<file path="src/rtl/nor_cmd_pkg.sv">
package nor_cmd_pkg;

    typedef enum logic [2:0] {
        SEQ_IDLE,
        SEQ_UNL1,
        SEQ_UNL2,
        SEQ_PROG,
        SEQ_ERS1,
        SEQ_ERS2,
        SEQ_ERS3
    } seq_state_t;

    typedef enum logic [1:0] {
        MODE_ARRAY = 2'd0,
        MODE_ID    = 2'd1,
        MODE_QUERY = 2'd2
    } info_mode_t;

    typedef enum logic [1:0] {
        OP_PROGRAM = 2'd0,
        OP_SECTOR  = 2'd1,
        OP_BLOCK   = 2'd2,
        OP_CHIP    = 2'd3
    } op_t;

    localparam int CODE_W = 8;

    localparam logic [CODE_W-1:0] CODE_KEY_A   = 8'hAA;
    localparam logic [CODE_W-1:0] CODE_KEY_B   = 8'h55;
    localparam logic [CODE_W-1:0] CODE_PROGRAM = 8'hA0;
    localparam logic [CODE_W-1:0] CODE_ERASE   = 8'h80;
    localparam logic [CODE_W-1:0] CODE_ID      = 8'h90;
    localparam logic [CODE_W-1:0] CODE_QUERY   = 8'h98;
    localparam logic [CODE_W-1:0] CODE_EXIT    = 8'hF0;
    localparam logic [CODE_W-1:0] CODE_CHIP    = 8'h10;
    localparam logic [CODE_W-1:0] CODE_SECTOR  = 8'h30;
    localparam logic [CODE_W-1:0] CODE_BLOCK   = 8'h50;

endpackage

</file>
<file path="src/rtl/nor_cmd_match.sv">
module nor_cmd_match #(
    parameter int                CMD_AW = 15,
    parameter logic [CMD_AW-1:0] KEY_ADDR_A = 15'h5555,
    parameter logic [CMD_AW-1:0] KEY_ADDR_B = 15'h2AAA
) (
    input  logic [CMD_AW-1:0]              cmd_addr,
    input  logic [nor_cmd_pkg::CODE_W-1:0] cmd_code,
    output logic                           hit_a,
    output logic                           hit_b,
    output logic                           key_a,
    output logic                           key_b
);
    import nor_cmd_pkg::*;

    always_comb begin
        hit_a = (cmd_addr == KEY_ADDR_A);
        hit_b = (cmd_addr == KEY_ADDR_B);
        key_a = hit_a && (cmd_code == CODE_KEY_A);
        key_b = hit_b && (cmd_code == CODE_KEY_B);
    end

endmodule

</file>
<file path="src/rtl/nor_info_rom.sv">
module nor_info_rom #(
    parameter int                ADDR_W = 20,
    parameter int                DATA_W = 16,
    parameter logic [DATA_W-1:0] MAKER_WORD  = 16'h00BF,
    parameter logic [DATA_W-1:0] DEVICE_WORD = 16'h2782
) (
    input  logic [1:0]        mode,
    input  logic [ADDR_W-1:0] rd_addr,
    output logic [DATA_W-1:0] data
);
    import nor_cmd_pkg::*;

    localparam int TAB_AW = 8;

    function automatic logic [DATA_W-1:0] table_word(input logic [TAB_AW-1:0] idx);
        logic [15:0] w;
        case (idx)
            8'h10: w = 16'h0051;
            8'h11: w = 16'h0052;
            8'h12: w = 16'h0059;
            8'h13: w = 16'h0001;
            8'h14: w = 16'h0007;
            8'h1B: w = 16'h0027;
            8'h1C: w = 16'h0036;
            8'h1F: w = 16'h0004;
            8'h21: w = 16'h0004;
            8'h22: w = 16'h0006;
            8'h23: w = 16'h0001;
            8'h25: w = 16'h0001;
            8'h26: w = 16'h0001;
            8'h27: w = 16'h0015;
            8'h28: w = 16'h0001;
            8'h2C: w = 16'h0002;
            default: w = 16'h0000;
        endcase
        return DATA_W'(w);
    endfunction

    logic id_hi_zero;
    logic tab_hi_zero;

    always_comb begin
        id_hi_zero  = (rd_addr[ADDR_W-1:1] == '0);
        tab_hi_zero = (rd_addr[ADDR_W-1:TAB_AW] == '0);
        data = '0;
        unique case (mode)
            MODE_ID:    if (id_hi_zero) data = rd_addr[0] ? DEVICE_WORD : MAKER_WORD;
            MODE_QUERY: if (tab_hi_zero) data = table_word(rd_addr[TAB_AW-1:0]);
            default:    data = '0;
        endcase
    end

endmodule

</file>
<file path="src/rtl/nor_cmd_decoder.sv">
module nor_cmd_decoder #(
    parameter int                ADDR_W = 20,
    parameter int                DATA_W = 16,
    parameter int                CMD_AW = 15,
    parameter logic [CMD_AW-1:0] KEY_ADDR_A = 15'h5555,
    parameter logic [CMD_AW-1:0] KEY_ADDR_B = 15'h2AAA
) (
    input  logic              clk,
    input  logic              rst_n,
    input  logic              wr_en,
    input  logic [ADDR_W-1:0] wr_addr,
    input  logic [DATA_W-1:0] wr_data,
    input  logic              busy,
    input  logic [ADDR_W-1:0] rd_addr,
    output logic              start,
    output logic [1:0]        start_op,
    output logic [ADDR_W-1:0] start_addr,
    output logic [DATA_W-1:0] start_data,
    output logic [1:0]        info_mode,
    output logic [DATA_W-1:0] info_data
);
    import nor_cmd_pkg::*;

    seq_state_t  seq_q, seq_d;
    info_mode_t  mode_q, mode_d;
    logic        fire;
    op_t         fire_op;
    logic        accept;

    logic [CODE_W-1:0] code;
    logic hit_a, hit_b, key_a, key_b;

    assign code   = wr_data[CODE_W-1:0];
    assign accept = wr_en && !busy;

    nor_cmd_match #(
        .CMD_AW    (CMD_AW),
        .KEY_ADDR_A(KEY_ADDR_A),
        .KEY_ADDR_B(KEY_ADDR_B)
    ) u_match (
        .cmd_addr(wr_addr[CMD_AW-1:0]),
        .cmd_code(code),
        .hit_a   (hit_a),
        .hit_b   (hit_b),
        .key_a   (key_a),
        .key_b   (key_b)
    );

    nor_info_rom #(
        .ADDR_W(ADDR_W),
        .DATA_W(DATA_W)
    ) u_rom (
        .mode   (mode_q),
        .rd_addr(rd_addr),
        .data   (info_data)
    );

    // Next-state decision for the sequence tracker and the info mode
    always_comb begin
        seq_d   = seq_q;
        mode_d  = mode_q;
        fire    = 1'b0;
        fire_op = OP_PROGRAM;
        if (accept) begin
            // default for every state: abort back to array read
            seq_d  = SEQ_IDLE;
            mode_d = MODE_ARRAY;
            unique case (seq_q)
                SEQ_IDLE: begin
                    if (key_a) begin
                        seq_d  = SEQ_UNL1;
                        mode_d = mode_q;
                    end
                end
                SEQ_UNL1: begin
                    if (key_b) begin
                        seq_d  = SEQ_UNL2;
                        mode_d = mode_q;
                    end
                end
                SEQ_UNL2: begin
                    if (hit_a) begin
                        case (code)
                            CODE_PROGRAM: begin seq_d = SEQ_PROG; mode_d = mode_q; end
                            CODE_ERASE:   begin seq_d = SEQ_ERS1; mode_d = mode_q; end
                            CODE_ID:      mode_d = MODE_ID;
                            CODE_QUERY:   mode_d = MODE_QUERY;
                            default:      mode_d = MODE_ARRAY;
                        endcase
                    end
                end
                SEQ_PROG: begin
                    fire    = 1'b1;
                    fire_op = OP_PROGRAM;
                    mode_d  = mode_q;
                end
                SEQ_ERS1: begin
                    if (key_a) begin
                        seq_d  = SEQ_ERS2;
                        mode_d = mode_q;
                    end
                end
                SEQ_ERS2: begin
                    if (key_b) begin
                        seq_d  = SEQ_ERS3;
                        mode_d = mode_q;
                    end
                end
                SEQ_ERS3: begin
                    if (code == CODE_CHIP && hit_a) begin
                        fire = 1'b1; fire_op = OP_CHIP; mode_d = mode_q;
                    end else if (code == CODE_SECTOR) begin
                        fire = 1'b1; fire_op = OP_SECTOR; mode_d = mode_q;
                    end else if (code == CODE_BLOCK) begin
                        fire = 1'b1; fire_op = OP_BLOCK; mode_d = mode_q;
                    end
                end
                default: begin
                    seq_d  = SEQ_IDLE;
                    mode_d = MODE_ARRAY;
                end
            endcase
        end
    end

    // State register
    always_ff @(posedge clk or negedge rst_n) begin
        if (!rst_n) begin
            seq_q  <= SEQ_IDLE;
            mode_q <= MODE_ARRAY;
        end else begin
            seq_q  <= seq_d;
            mode_q <= mode_d;
        end
    end

    // Output register: one-cycle request with its payload
    always_ff @(posedge clk or negedge rst_n) begin
        if (!rst_n) begin
            start      <= 1'b0;
            start_op   <= 2'd0;
            start_addr <= '0;
            start_data <= '0;
        end else begin
            start <= fire;
            if (fire) begin
                start_op   <= fire_op;
                start_addr <= wr_addr;
                start_data <= wr_data;
            end
        end
    end

    assign info_mode = mode_q;

endmodule

</file>
<file path="config.mk">
export PLATFORM = sky130hd
export DESIGN_NAME = nor_cmd_decoder
export DESIGN_NICKNAME = d
export VERILOG_FILES = /design/src/rtl/nor_cmd_pkg.sv /design/src/rtl/nor_cmd_match.sv /design/src/rtl/nor_info_rom.sv /design/src/rtl/nor_cmd_decoder.sv
export SDC_FILE = /design/constraint.sdc
export NUM_CORES = 1
export LEC_CHECK = 0
export BUFFER_PORTS_ARGS = -buffer_cell sky130_fd_sc_hd__buf_2
export CORE_UTILIZATION = 40
export DETAILED_ROUTE_END_ITERATION = 8
export GPL_TIMING_DRIVEN = 0
export PLACE_DENSITY = 0.7
export RECOVER_POWER = 50
export SETUP_SLACK_MARGIN = 0.02
export SLEW_MARGIN = 20
export SYNTH_ARGS = -nofsm -noshare
export SYNTH_HDL_FRONTEND = slang
export SYNTH_SLANG_ARGS = --single-unit
</file>
<file path="constraint.sdc">
create_clock -name clk -period 2.98 [get_ports clk]
set_input_delay 0.447 -clock clk [delete_from_list [all_inputs] [get_ports clk]]
set_output_delay 0.447 -clock clk [all_outputs]
set_load 0.01 [all_outputs]
</file>
; ---- Yosys cells after proc, flatten, opt, wreduce, memory -nomap -nowiden
; Memory sizes are Yosys's and may differ from the RTL's.
; Index checks and enable logic that the tools add are counted.
; Widths: inputs -> output; s select.
[totals]
register_bits = 44
mem_bits_ro = 448
inputBits = 60
out_inout_bits = 57
elab_cells = 76
mem_count = 1
[mem_list]
columns = memory, words, word_bits, rd, rd_ports_with_merged_regs, write_ports, line_no
row1 = (no name shown), 64, 7, 1, 0, 0, nor_info_rom.sv:17  ; case (idx)
[op_classes]
eq_ne = 25
n_mux = 30
bitwise = 1
n_reduce_logical = 13
[op_table]
columns = operator, n
row1 = $mux 16, 3
row2 = $eq 8x8->1 const B, 5
row3 = $pmux 16 s2, 1
row4 = $mux 2, 12
row5 = $logic_not 19->1, 1
row6 = $eq 8x7->1 const B, 2
row7 = $eq 15x14->1 const B, 1
row8 = $eq 15x15->1 const B, 1
row9 = $pmux 3 s5, 1
row10 = $mux 14, 1
row11 = $logic_not 12->1, 1
row12 = $ne 2x2->1 const B, 5
row13 = $pmux 2 s5, 1
row14 = $eq 3x3->1 const B, 3
row15 = $mux 3, 3
row16 = $eq 8x5->1 const B, 1
row17 = $eq 8x6->1 const B, 1
row18 = $reduce_and 8->1, 1
row19 = $eq 3x2->1 const B, 2
row20 = $pmux 2 s3, 1
row21 = $pmux 3 s2, 1
row22 = $reduce_or 2->1, 3
row23 = $mux 1, 5
row24 = $logic_and 1x1->1, 4
row25 = other kinds (9), 9

; ---- Depth between registers and ports, before layout
[logic_depth]
word_depth = 6
mapped_depth = 7
mapped_depth_nobuf = 7

; ---- By module
; A second synthesis with hierarchy kept.
[hier_totals]
hier_cells = 228
area_unflattened_um2 = 2576.2
[modules_own_cells]
columns = module, n_inst, cells_each, area_each_um2, seq_area_each_um2
row1 = nor_cmd_decoder, 1, 131, 1864.3, 1101.1
row2 = nor_info_rom, 1, 79, 548.0, 0.0
row3 = nor_cmd_match, 1, 18, 163.9, 0.0

; ---- Worst setup path after synthesis
; OpenSTA, ideal clock, no wires.
[synth_timing]
path_kind = reg-to-output
startpoint = register mode_q[0], in the netlist info_mode[0]
endpoint = output info_data[10]
arrival_time_ns = 2.297
required_time_ns = 2.533
path_slack_ns = 0.236
path_stages_with_launch = 8
n_path_buf = 1
path_cell_list = dfrtp_1 inv_1 ha_1 nor4_1 nand4_1 nor4b_1 and2_1 buf_4
[synth_via]
elab_chain_len = 2
word_cells_on_any_way = 3
classes_between = 2 x eq/ne / 1 x mux
[synth_lines]
columns = element, line_no
row1 = "start, declared", nor_cmd_decoder.sv:25  ; info_mode_t mode_q, mode_d;
row2 = "start signal, assigned", nor_cmd_decoder.sv:133  ; mode_q <= mode_d;
row3 = $eq 2x2->1 or $eq 2x1->1 (tied branches), nor_info_rom.sv:46  ; unique case (mode)
row4 = $pmux 16 s2 *, nor_info_rom.sv:46
row5 = "end, declared", nor_cmd_decoder.sv:20  ; output logic [DATA_W-1:0] info_data
; Every way passes the cells marked *; elsewhere a longest branch is shown, timed or not.

; ---- Worst setup path after layout
[layout_timing]
startpoint = register mode_q[0], in the netlist info_mode[0]
endpoint = output info_data[1]
; Same word-level chain as after synthesis.

==> reports/metrics.yaml <==
area_growth_pct: 31.46
synth_top_area_share_pct: 44.15
power.share.clock_pct: 34.3
nNetsFinal: 412
fillers: 549
io_buffers: 112
pwr-share-seq_pct: 54.2
power.density_nw_per_um2: 338.1
utilization_pct: 55.04
synth_enable_flop_cells: 0
ant_nets: 0
viasPerCell: 5.102
leakage_uw: 0.001776
drtIter0Drc: 46
rsz0062_at_grt: "yes"
fin_setup_tns_ns: 0
ir_worst_vdd_mv: 0.2696
routed_wl_um: 5742
die-area_um2: 6554
grt_antenna_before_repair: 0
startpoint: "info_mode[0]"
netlist_area_um2: 2494
end_kind: "output pin"
overflow: 0
reg2reg_slack_ns: 0.85
cap_viol_max_count: 0
p_comb_share_pct: 11.5
grt_most_used_layer: "met2"
grt_pass1_vias: 2002
post-synth-top-area-cell: "dfrtp_1"
ys_warn_count: 0
cts_max_level: 2
setup_viol: 0
rows: 28
worst_pin_slew_ns: 1.209
post_drt_wl_per_cell_um: 13.67
holdCritPathClass: "in -> async"
p_sw_share_pct: 23.90
cts_tree: "yes"
drtPass1Iterations: 5
critPathLaunchType: "register"
use_met3_pct: 4.045
die_h_um: 80.96
place_ws_ns: 0.1945
route.detailed.drc: 0
cp.arrival_ns: 2.38
synth_commonest_cells: "dfrtp_1, mux2_2, mux2_4, o21ai_0"
met2_usage_pct: 27.98
finClkSkew_ns: 0.005027
synth_ff_type: "dfrtp_1"
synthTopCellsByArea: "dfrtp_1, mux2_4, mux2_2"
drv_slew: 0
start_util_pct: 41.87
finalCritPeriodShare_pct: 94.79
antenna_cells: 0
grt_pass1_wl_um: 8990
r2r-start: "seq_q[0]"
intPower_uw: 843.3
required_ns: 2.53
p_switching_uw: 264.9
vias: 2143
post_route_cells_drive_above_1_share_pct: 44.64
cts.path.max_buffers: 2
ys_ff_latch: 44
status: "complete, no violations"
slew_headroom_pct: 19.40
die_x_um: 80.96
cts_made_buffers: 5
layout_setup_ws_ns: 0.1554
core_um2: 5956
grtUsageTotal_pct: 17.77
ys_seq_area_share_pct: 44.15
synth_async_sr_flop_share_pct: 100.0
clockRootBuffer: "clkbuf_8"
grt_util_met1_pct: 24.24
netlist_instances: 218
io_pins: 117
dp_hpwl_um: 4384
critPathMaxFanout: 3
max_freq_ghz: 0.3540
path_class: "reg -> out"
clk_pin_slew_ns: 0.08
reg2reg_depth: 7
syn_avg_cell_area_um2: 11.44
period_minus_slack_ns: 2.825
synth.distinct_cells: 43
gp_congestion: 0.9105
synth.most_common_cell: "dfrtp_1"
cts_sinks: 44
clkLatencyLatePin_ns: 0.29
hold_violations: 0
grt_max_degree: 45
registers in the layout, summed over array words and instances (netlist names):
register	count
seq_q	3
start	1
info_mode	2
start_data	16
start_op	2
start_addr	20
per-stage QoR:
step	total power [uW]	std cells	hold slack (ns)	cell area, um^2
6_report	1108	420	0.3526	3278
3_5_place_dp	737.0	408	0.4879	3159
3_3_place_gp	736.3	408	0.4837	3159
2_1_floorplan	663.6	221	0.1514	2505
5_1_grt	1160	420	0.3735	3278
4_1_cts	1115	416	0.3342	3256
worst max-delay path: stages (launching register included):
cell	delay, ns
dfrtp_1	0.37
inv_1	0.07
ha_1	0.30
nor4_2	0.27
nand4_1	0.24
nor4b_4	0.36
buf_4	0.17
buf_4	0.09
a31o_2	0.09
buf_2	0.13
power groups by stage:
| stage | clock, uW | combinational [uW] | sequential (uW) |
|---|---|---|---|
| floorplan | 0 | 52.0 | 612 |
| global placement | 0 | 124 | 612 |
| detailed placement | 0 | 125 | 612 |
| CTS | 389 | 126 | 600 |
| global route | 415 | 144 | 601 |
| finish | 380 | 128 | 600 |
worst paths after layout:
path                                   to
setup / recovery             info_data[1]
hold / removal             start_data[14]
setup reg to reg           start_addr[18]
hold reg to reg             start_data[8]
max in group asynchronous  start_addr[18]
min in group clk           start_addr[17]
logic make-up after synthesis:
logic type	Yosys count	synth area share [%]
simple gates	65	15.96
other cells	1	0.1504
flops	44	44.15
mux	41	21.22
buf+inv	26	5.920
compound gates	33	8.580
fa+ha+maj	8	4.014
cell usage in the layout (no fill, tap or decap), types with 2 or more instances in the layout:
cell type  netlist  final
nor3b_1          2      2
a21oi_1          4      4
buf_2            1     86
nand2b_1         3      3
nor2_1           7      6
clkbuf_1         1     31
nand4b_1         2      2
nor4_1           7      6
nor4bb_1         4      4
inv_1           13     13
nor2b_1          6      6
mux2_4          19     19
and4bb_2         2      2
a21o_1           2      2
a211oi_1         2      2
dfrtp_1         44     44
buf_4            7     10
o21ai_0         14     14
mux2i_1          3      3
conb_1           1      4
nand2_1         13     12
ha_1             8      8
buf_6            3      3
nand4_1          4      4
and4b_1          3      3
mux2_2          19     19
nand3_1          3      3
clkbuf_8         0      6
a22oi_1          2      2
nor3_1           4      4
o31ai_1          2      2
metal layers:
metal,up-vias,part of all wire [%],wire (um)
met2,101,48,2738
met5,-,0,0
li1,1038,-,-
met4,0,0.28,16
met3,3,7.6,434
met1,1001,44,2552
timing repair:
action	4_1_cts	5_1_grt
buffers inserted	0	3
pin swaps	0	3
resized for setup	1	6
hold buffers	0	0
endpoints found under the setup margin	9	9
final cells by class:
class	count	area (um^2)	share of cell area [%]
Timing Repair Buffer	116	553.0	16.87
Inverter	13	48.80	1.489
Buffer	13	98.84	3.015
Clock buffer	8	90.09	2.748
Multi-Input combinational cell	151	1292	39.43
Tap cell	75	93.84	2.863
Sequential cell	44	1101	33.59
Note: power is estimated with default switching activity, not from simulation.
